[src/rtl/ide_dma_pkg.sv]
// Shared types for the IDE DMA sequencer: request operations,
// sequencer phases and the status byte values it reports.
package ide_dma_pkg;

    typedef enum logic [1:0] {
        OP_READ  = 2'd0,
        OP_WRITE = 2'd1,
        OP_TRIM  = 2'd2,
        OP_COPY  = 2'd3
    } dma_op_e;

    typedef enum logic {
        PH_IDLE = 1'b0,
        PH_WAIT = 1'b1
    } dma_phase_e;

    localparam logic [7:0] ST_CLEAR = 8'h00;
    localparam logic [7:0] ST_BUSY  = 8'h80;
    localparam logic [7:0] ST_DONE  = 8'h50;
    localparam logic [7:0] ST_FAULT = 8'h41;

endpackage

[src/rtl/ide_dma_counter.sv]
// Remaining-byte counter and progress index for one DMA command.
// Assumes load and step are never asserted together; the remaining
// count is signed so an overshooting chunk leaves it negative.
module ide_dma_counter #(
    parameter int CNTW = 20,
    parameter int NSW  = 8,
    localparam int RW  = CNTW + 2,
    localparam int IW  = CNTW + 1
) (
    input  logic                 clk,
    input  logic                 rst_n,
    input  logic                 load_i,
    input  logic                 optical_i,
    input  logic [NSW-1:0]       nsect_i,
    input  logic [CNTW-1:0]      pkt_i,
    input  logic                 step_i,
    input  logic [CNTW-1:0]      step_len_i,
    output logic signed [RW-1:0] rem_o,
    output logic [IW-1:0]        idx_o
);

    logic [RW-1:0] disk_bytes;
    logic [RW-1:0] pkt_bytes;

    // Byte totals for the two drive kinds, widened to the counter.
    always_comb begin
        disk_bytes = {{(RW-NSW-9){1'b0}}, nsect_i, 9'd0};
        pkt_bytes  = {2'b00, pkt_i};
    end

    // Load at start, then consume one chunk per step.
    always_ff @(posedge clk) begin
        if (!rst_n) begin
            rem_o <= '0;
            idx_o <= '0;
        end else if (load_i) begin
            rem_o <= optical_i ? pkt_bytes : disk_bytes;
            idx_o <= '0;
        end else if (step_i) begin
            rem_o <= rem_o - {2'b00, step_len_i};
            idx_o <= idx_o + {1'b0, step_len_i};
        end
    end

    assert_load_zero_R2: assert property (@(posedge clk) disable iff (!rst_n)
        load_i |=> (idx_o == '0));

    assert_load_step_excl_R2: assert property (@(posedge clk) disable iff (!rst_n)
        !(load_i && step_i));

    assert_step_positive_R8: assert property (@(posedge clk) disable iff (!rst_n)
        step_i |-> (rem_o > 0));

endmodule

[src/rtl/ide_dma_offset.sv]
// Media byte offset for the next chunk: sector*512 for a disk or
// lba*2048 for an optical drive, plus the progress index. Also flags
// the non-block optical case (LBA all ones). Purely combinational.
module ide_dma_offset #(
    parameter int SECW = 16,
    parameter int LBAW = 16,
    parameter int IW   = 21,
    parameter int OFSW = 28,
    localparam int DW  = SECW + 9,
    localparam int OW  = LBAW + 11
) (
    input  logic            optical_i,
    input  logic [SECW-1:0] sector_i,
    input  logic [LBAW-1:0] lba_i,
    input  logic [IW-1:0]   idx_i,
    output logic [OFSW-1:0] ofs_o,
    output logic            nonblk_o
);

    logic [OFSW-1:0] disk_base;
    logic [OFSW-1:0] opt_base;
    logic [OFSW-1:0] idx_ext;

    // Scale the drive position and add the bytes already moved.
    always_comb begin
        disk_base = {{(OFSW-DW){1'b0}}, sector_i, 9'd0};
        opt_base  = {{(OFSW-OW){1'b0}}, lba_i, 11'd0};
        idx_ext   = {{(OFSW-IW){1'b0}}, idx_i};
        ofs_o     = (optical_i ? opt_base : disk_base) + idx_ext;
        nonblk_o  = optical_i & (&lba_i);
    end

endmodule

[src/rtl/ide_dma_ctrl.sv]
// Command control for the IDE DMA sequencer. Captures the command at
// start, classifies each channel chunk, issues requests and retires
// them on data-path done or error. Assumes the data path answers each
// request exactly once with done or error.
module ide_dma_ctrl
    import ide_dma_pkg::*;
#(
    parameter int SECW = 16,
    parameter int LBAW = 16,
    parameter int CNTW = 20,
    parameter int OFSW = 28,
    localparam int RW  = CNTW + 2
) (
    input  logic                 clk,
    input  logic                 rst_n,
    input  logic                 start_i,
    input  logic                 optical_i,
    input  logic [1:0]           cmd_i,
    input  logic [SECW-1:0]      sector_i,
    input  logic [LBAW-1:0]      lba_i,
    input  logic                 chunk_valid_i,
    input  logic [CNTW-1:0]      chunk_len_i,
    input  logic                 dp_done_i,
    input  logic                 dp_err_i,
    input  logic signed [RW-1:0] rem_i,
    input  logic [OFSW-1:0]      ofs_i,
    input  logic                 nonblk_i,
    output logic                 load_o,
    output logic                 step_o,
    output logic                 opt_q_o,
    output logic [SECW-1:0]      sector_q_o,
    output logic [LBAW-1:0]      lba_q_o,
    output logic                 kick_o,
    output logic                 active_o,
    output logic [7:0]           status_o,
    output logic                 irq_o,
    output logic                 err_o,
    output logic                 desc_end_o,
    output logic                 wait_o,
    output logic                 req_valid_o,
    output logic [1:0]           req_op_o,
    output logic [OFSW-1:0]      req_ofs_o,
    output logic [CNTW-1:0]      req_len_o,
    output logic                 acct_o,
    output logic                 acct_fail_o
);

    dma_phase_e      phase;
    logic [1:0]      cmd_q;
    logic            pend_copy;
    logic            ev_start, ev_chunk, rem_pos, len_zero, issue;
    logic            fin_ok, fin_err, desc_only, wait_ev, counted, retire;
    logic [CNTW-1:0] copy_len;
    dma_op_e         op_sel;

    // Classify this cycle's event and the outcome it leads to.
    always_comb begin
        ev_start  = (phase == PH_IDLE) && start_i;
        ev_chunk  = (phase == PH_IDLE) && !start_i && chunk_valid_i;
        rem_pos   = (rem_i > 0);
        len_zero  = (chunk_len_i == '0);
        issue     = ev_chunk && active_o && rem_pos && !len_zero;
        retire    = (phase == PH_WAIT) && !dp_err_i && dp_done_i;
        fin_err   = (phase == PH_WAIT) && dp_err_i;
        fin_ok    = (ev_chunk && active_o && !rem_pos) ||
                    (retire && (pend_copy || !rem_pos));
        desc_only = (ev_chunk && active_o && rem_pos && len_zero) ||
                    (retire && !pend_copy && rem_pos);
        wait_ev   = ev_chunk && !active_o;
        load_o    = ev_start;
        step_o    = issue && !nonblk_i;
        copy_len  = ($signed({2'b00, chunk_len_i}) < rem_i) ? chunk_len_i
                                                             : rem_i[CNTW-1:0];
        counted   = opt_q_o || !cmd_q[1];
        if (opt_q_o || cmd_q == 2'd0) op_sel = OP_READ;
        else if (cmd_q == 2'd1)       op_sel = OP_WRITE;
        else                          op_sel = OP_TRIM;
    end

    // Phase: a request is outstanding from issue until done or error.
    always_ff @(posedge clk) begin
        if (!rst_n)                                   phase <= PH_IDLE;
        else if (issue)                               phase <= PH_WAIT;
        else if (phase == PH_WAIT && (dp_err_i || dp_done_i)) phase <= PH_IDLE;
    end

    // Capture the command fields when a start is accepted.
    always_ff @(posedge clk) begin
        if (!rst_n) begin
            opt_q_o    <= 1'b0;
            cmd_q      <= 2'd0;
            sector_q_o <= '0;
            lba_q_o    <= '0;
        end else if (ev_start) begin
            opt_q_o    <= optical_i;
            cmd_q      <= cmd_i;
            sector_q_o <= sector_i;
            lba_q_o    <= lba_i;
        end
    end

    // Active flag and drive status byte.
    always_ff @(posedge clk) begin
        if (!rst_n) begin
            active_o <= 1'b0;
            status_o <= ST_CLEAR;
        end else if (ev_start) begin
            active_o <= 1'b1;
            status_o <= ST_BUSY;
        end else if (fin_err) begin
            active_o <= 1'b0;
            status_o <= ST_FAULT;
        end else if (fin_ok) begin
            active_o <= 1'b0;
            status_o <= ST_DONE;
        end
    end

    // One-cycle event pulses toward the channel, the host and statistics.
    always_ff @(posedge clk) begin
        if (!rst_n) begin
            kick_o      <= 1'b0;
            irq_o       <= 1'b0;
            err_o       <= 1'b0;
            desc_end_o  <= 1'b0;
            wait_o      <= 1'b0;
            req_valid_o <= 1'b0;
            acct_o      <= 1'b0;
            acct_fail_o <= 1'b0;
        end else begin
            kick_o      <= ev_start;
            irq_o       <= fin_ok || fin_err;
            err_o       <= fin_err;
            desc_end_o  <= fin_ok || fin_err || desc_only;
            wait_o      <= wait_ev;
            req_valid_o <= issue;
            acct_o      <= (fin_ok || fin_err) && counted;
            acct_fail_o <= fin_err && counted;
        end
    end

    // Request fields, held from issue until the next request.
    always_ff @(posedge clk) begin
        if (!rst_n) begin
            req_op_o  <= OP_READ;
            req_ofs_o <= '0;
            req_len_o <= '0;
            pend_copy <= 1'b0;
        end else if (issue) begin
            req_op_o  <= nonblk_i ? OP_COPY : op_sel;
            req_ofs_o <= nonblk_i ? '0 : ofs_i;
            req_len_o <= nonblk_i ? copy_len : chunk_len_i;
            pend_copy <= nonblk_i;
        end
    end

    assert_kick_busy_R2: assert property (@(posedge clk) disable iff (!rst_n)
        kick_o |-> (active_o && status_o == ST_BUSY));

    assert_wait_inactive_R5: assert property (@(posedge clk) disable iff (!rst_n)
        wait_o |-> (!active_o && !req_valid_o));

    assert_irq_idle_R6: assert property (@(posedge clk) disable iff (!rst_n)
        irq_o |-> (!active_o && desc_end_o));

    assert_copy_len_R9: assert property (@(posedge clk) disable iff (!rst_n)
        (req_valid_o && req_op_o == OP_COPY) |-> (req_len_o <= $past(chunk_len_i)));

    assert_err_status_R10: assert property (@(posedge clk) disable iff (!rst_n)
        err_o |-> (irq_o && status_o == ST_FAULT));

    assert_no_trim_acct_R12: assert property (@(posedge clk) disable iff (!rst_n)
        acct_o |-> (opt_q_o || !cmd_q[1]));

    assert_single_req_R13: assert property (@(posedge clk) disable iff (!rst_n)
        req_valid_o |=> !req_valid_o);

endmodule

[src/rtl/ide_dma_seq.sv]
// Top of the IDE DMA transfer sequencer. Joins the command control,
// the byte counter and the offset calculator. Assumes a single active
// drive and one outstanding data-path request at a time.
module ide_dma_seq #(
    parameter int SECW = 16,
    parameter int LBAW = 16,
    parameter int NSW  = 8,
    parameter int CNTW = 20,
    parameter int OFSW = (((SECW + 9) > (LBAW + 11) ? (SECW + 9) : (LBAW + 11)) > (CNTW + 1)
                          ? ((SECW + 9) > (LBAW + 11) ? (SECW + 9) : (LBAW + 11))
                          : (CNTW + 1)) + 1
) (
    input  logic            clk,
    input  logic            rst_n,
    input  logic            start_i,
    input  logic            optical_i,
    input  logic [1:0]      cmd_i,
    input  logic [SECW-1:0] sector_i,
    input  logic [LBAW-1:0] lba_i,
    input  logic [NSW-1:0]  nsect_i,
    input  logic [CNTW-1:0] pkt_size_i,
    input  logic            chunk_valid_i,
    input  logic [CNTW-1:0] chunk_len_i,
    input  logic            dp_done_i,
    input  logic            dp_err_i,
    output logic            kick_o,
    output logic            active_o,
    output logic [7:0]      status_o,
    output logic            irq_o,
    output logic            err_o,
    output logic            desc_end_o,
    output logic            wait_o,
    output logic            req_valid_o,
    output logic [1:0]      req_op_o,
    output logic [OFSW-1:0] req_ofs_o,
    output logic [CNTW-1:0] req_len_o,
    output logic            acct_o,
    output logic            acct_fail_o
);

    localparam int RW = CNTW + 2;
    localparam int IW = CNTW + 1;

    logic                 load, step, opt_q, nonblk;
    logic signed [RW-1:0] rem;
    logic [IW-1:0]        idx;
    logic [OFSW-1:0]      ofs;
    logic [SECW-1:0]      sector_q;
    logic [LBAW-1:0]      lba_q;

    ide_dma_counter #(.CNTW(CNTW), .NSW(NSW)) u_cnt (
        .clk        (clk),
        .rst_n      (rst_n),
        .load_i     (load),
        .optical_i  (optical_i),
        .nsect_i    (nsect_i),
        .pkt_i      (pkt_size_i),
        .step_i     (step),
        .step_len_i (chunk_len_i),
        .rem_o      (rem),
        .idx_o      (idx)
    );

    ide_dma_offset #(.SECW(SECW), .LBAW(LBAW), .IW(IW), .OFSW(OFSW)) u_ofs (
        .optical_i (opt_q),
        .sector_i  (sector_q),
        .lba_i     (lba_q),
        .idx_i     (idx),
        .ofs_o     (ofs),
        .nonblk_o  (nonblk)
    );

    ide_dma_ctrl #(.SECW(SECW), .LBAW(LBAW), .CNTW(CNTW), .OFSW(OFSW)) u_ctl (
        .clk           (clk),
        .rst_n         (rst_n),
        .start_i       (start_i),
        .optical_i     (optical_i),
        .cmd_i         (cmd_i),
        .sector_i      (sector_i),
        .lba_i         (lba_i),
        .chunk_valid_i (chunk_valid_i),
        .chunk_len_i   (chunk_len_i),
        .dp_done_i     (dp_done_i),
        .dp_err_i      (dp_err_i),
        .rem_i         (rem),
        .ofs_i         (ofs),
        .nonblk_i      (nonblk),
        .load_o        (load),
        .step_o        (step),
        .opt_q_o       (opt_q),
        .sector_q_o    (sector_q),
        .lba_q_o       (lba_q),
        .kick_o        (kick_o),
        .active_o      (active_o),
        .status_o      (status_o),
        .irq_o         (irq_o),
        .err_o         (err_o),
        .desc_end_o    (desc_end_o),
        .wait_o        (wait_o),
        .req_valid_o   (req_valid_o),
        .req_op_o      (req_op_o),
        .req_ofs_o     (req_ofs_o),
        .req_len_o     (req_len_o),
        .acct_o        (acct_o),
        .acct_fail_o   (acct_fail_o)
    );

endmodule

[config.mk]
export PLATFORM = sky130hd
export DESIGN_NAME = ide_dma_seq
export DESIGN_NICKNAME = d
export VERILOG_FILES = /design/src/rtl/ide_dma_pkg.sv /design/src/rtl/ide_dma_counter.sv /design/src/rtl/ide_dma_offset.sv /design/src/rtl/ide_dma_ctrl.sv /design/src/rtl/ide_dma_seq.sv
export SDC_FILE = /design/constraint.sdc
export NUM_CORES = 1
export LEC_CHECK = 0
export ABC_AREA = 1
export ABC_CLOCK_PERIOD_IN_PS = 2500
export BUFFER_PORTS_ARGS = -buffer_cell sky130_fd_sc_hd__buf_2
export CAP_MARGIN = 25
export CORE_MARGIN = 2
export CORE_UTILIZATION = 58
export DETAILED_ROUTE_END_ITERATION = 10
export PLACE_DENSITY = 0.86
export SLEW_MARGIN = 15
export SYNTH_ARGS = -nofsm -noshare
export SYNTH_HDL_FRONTEND = slang
export SYNTH_SLANG_ARGS = --single-unit
[constraint.sdc]
create_clock -name clk -period 2.5 [get_ports clk]
set_input_delay 0.75 -clock clk [delete_from_list [all_inputs] [get_ports clk]]
set_output_delay 0.75 -clock clk [all_outputs]
set_load 0.005 [all_outputs]
==> flow_summary.yaml <==
cts:
  clock_latency_ns: 0.44
  cts_buffers: 17
  clock-root-buffer: "clkbuf_16"
  cts_tree: "done"
  h-tree-depth: 4
  cts.path.max_buffers: 2
  holdBufCountCts: 0
  path_clk_slew_ns: 0.07
  clock-sinks: 142
power:
  power.density_mw_per_mm2: 565
  power.leakage_nw: 6.06
  clkPwrFrac_pct: 39.4
  p_seq_share_pct: 36.8
  switchingPower_mw: 2.27
  intPower_mw: 4.46
  finalPower_mw: 6.73
  combPwrFrac_pct: 23.8
  netSwitchingFraction_pct: 33.7
  ir_drop_mv: 0.526
yosys:
  yosys.area.top_type: "dfxtp_1"
  ys_ff_latch: 142
  synth_cell_types: 44
  synthesis.area_mm2: 0.00969
  yosys_warnings: 0
  syn_avg_cell_area_um2: 6.30
  ys_seq_area_share_pct: 29.3
  synth_cells: 1538
  synth_top_area_share_pct: 29.3
  synth.top_cells.by_area: "dfxtp_1, nand2_1, ha_1"
floorplan:
  dieArea_mm2: 0.0178
  rows: 47
  start_util_pct: 58.9
  core_area_mm2: 0.0165
  dieWidth_um: 133
  io_pins: 156
  die_y_um: 133
critical_path:
  required_ns: 2.81
  end_kind: "flip-flop"
  arrival_ns: 2.60
  critPathKind: "flip-flop to flip-flop"
  r2r_slack_ns: 0.21
  startpoint_type: "flip-flop"
  path_max_fanout: 10
timing:
  maxSlewHeadroom_pct: 65.4
  final_hold_viol_count: 0
  worstMarginPinSlew_ns: 0.517
  finClkSkew_ns: 0.00952
  min_period_ns: 2.29
  final_max_slew_viol_count: 0
  period_share_pct: 91.8
  fmax_mhz: 436
  final.setup.tns_ns: 0
  rsz0062_at_grt: "false"
  finalSetupViolations: 0
cells_and_area:
  final_area_mm2: 0.0119
  nets: 1930
  final_common_cell: "nand2_1"
  final_cells: 1999
  fillerInstances: 1392
  syn_to_final_growth_pct: 23.0
  post-route-util_pct: 72.4
  diodes: 0
  drive_above_1_share_pct: 18.2
  final_cell_mix: "nand2_1, nor2_1, inv_1, buf_2, dfxtp_1"
drt:
  first_pass_iters: 6
  drt_iter0_drc: 1032
  dr_total_vias: 10865
  wl_per_cell_um: 15.2
  post-route-drc-count: 0
  drt_wl_total_mm: 30.4
  postRouteAntennaNets: 0
  vias_per_cell: 5.44
global_routing:
  grtUsageTotal_pct: 34.0
  grt_pass1_wl_mm: 48.2
  grt_overflow: 0
  grt_max_degree: 45
  antenna_found_initial: 0
  grt_pass1_vias: 9880
job:
  max_cap_viol_count: 0
hold_path:
  min_path_type: "flip-flop to flip-flop"
status:
  status: "finished clean"
place:
  dpl-instance-area_mm2: 0.0113
  gp_congestion: 1.01
  dp_hpwl_mm: 23.1
  dp_cells: 1967
  port_buffers: 151
[layer usage]
layer | vias up | part of all wire [%] | GRT usage [%]
met2 | 516 | 44 | 53.4
met3 | 77 | 9.5 | 7.08
met1 | 4909 | 43 | 45.7
met5 | - | 0 | 0
li1 | 5363 | - | -
met4 | 0 | 3.2 | 13.9
[critical path: stages, from the launching register on]
cell and delay (ns):
dfxtp_1 0.33, buf_4 0.17, o21ai_0 0.38, ha_1 0.35, a21oi_1 0.18, nor2_1 0.07, nor2_1 0.12, nand2_1 0.13
nand2_1 0.08, nand2_1 0.06, nor2_1 0.10, nor2_1 0.06, nand2_1 0.06, a21oi_1 0.07
[through the flow]
| step | setup WS (ns) | hold WS (ns) |
|---|---|---|
| 6_report | 0.206 | 0.462 |
| 5_1_grt | 0.00406 | 0.472 |
| 2_1_floorplan | 0.246 | 0.446 |
| 4_1_cts | 0.171 | 0.465 |
| 3_5_place_dp | -0.0937 | 0.454 |
| 3_3_place_gp | -0.0688 | 0.449 |
[Yosys cell counts (all sizes together)]
library cell,number
a22oi,1
a21boi,1
nand2b,1
a22o,7
nand3,91
clkbuf,22
o22ai,1
o21a,1
o21bai,5
a32oi,1
buf,35
a31oi,1
nand4,9
xor2,12
nor4,1
nor2,238
a21oi,121
nand3b,7
or2,4
ha,72
fa,3
a21o,2
conb,1
o21ai,132
nand2,414
o211ai,1
xnor2,12
and2,1
dfxtp,142
nor3,20
inv,179
[path summary, 6_finish.rpt]
kind                                    from                               end  cells past startpoint
max               u_ctl.opt_q_o$_SDFFE_PN0P_  u_ctl.req_ofs_o[20]$_SDFFE_PN0P_                     13
min          u_ctl.req_ofs_o[7]$_SDFFE_PN0P_   u_ctl.req_ofs_o[7]$_SDFFE_PN0P_                      2
max reg2reg       u_ctl.opt_q_o$_SDFFE_PN0P_  u_ctl.req_ofs_o[20]$_SDFFE_PN0P_                     13
min reg2reg  u_ctl.req_ofs_o[7]$_SDFFE_PN0P_   u_ctl.req_ofs_o[7]$_SDFFE_PN0P_                      2
[power groups by stage]
| stage | logic [mW] | registers, mW | clock network, mW |
|---|---|---|---|
| floorplan | 0.976 | 2.50 | 0 |
| global placement | 1.52 | 2.52 | 0 |
| detailed placement | 1.55 | 2.52 | 0 |
| CTS | 1.57 | 2.47 | 2.66 |
| global route | 1.77 | 2.49 | 2.76 |
| finish | 1.60 | 2.48 | 2.65 |
[logic make-up (layout without fill, tap and decap cells)]
family	Yosys count	in the layout	share of synthesized area, %
buffers and inverters	236	474	10.4
DFF	142	142	29.3
xor gates and xnor gates	24	24	2.17
adders and majority gates	75	75	9.91
AOI/OAI and AO/OA	274	274	14.8
and+or+nand+nor	786	786	33.3
other	1	4	0.0387
[registers in the layout, summed over array words and instances, names as in the netlist, 2 cells and up]
signal            flops
u_ctl.sector_q_o     16
u_cnt.rem_o          22
u_ctl.req_ofs_o      28
u_ctl.lba_q_o        16
u_ctl.req_op_o        2
u_ctl.status_o        4
u_ctl.req_len_o      20
u_cnt.idx_o          21
u_ctl.cmd_q           2
[layout make-up]
cell class              instances  area (um2)  share of cell area [%]
repair buffers                263        1640                    13.7
flip-flops and latches        142        2840                    23.9
clock buffers                  18         439                    3.69
multi-input cells            1163        5880                    49.4
well taps                     220         275                    2.31
clock inverters                14         168                    1.41
inverters                     179         672                    5.64
[what timing repair did]
action | in CTS | in global routing
gates resized for setup | 0 | 5
setup buffers | 0 | 0
endpoints found under the setup margin | 0 | 3
(Power assumes the default switching activity.)
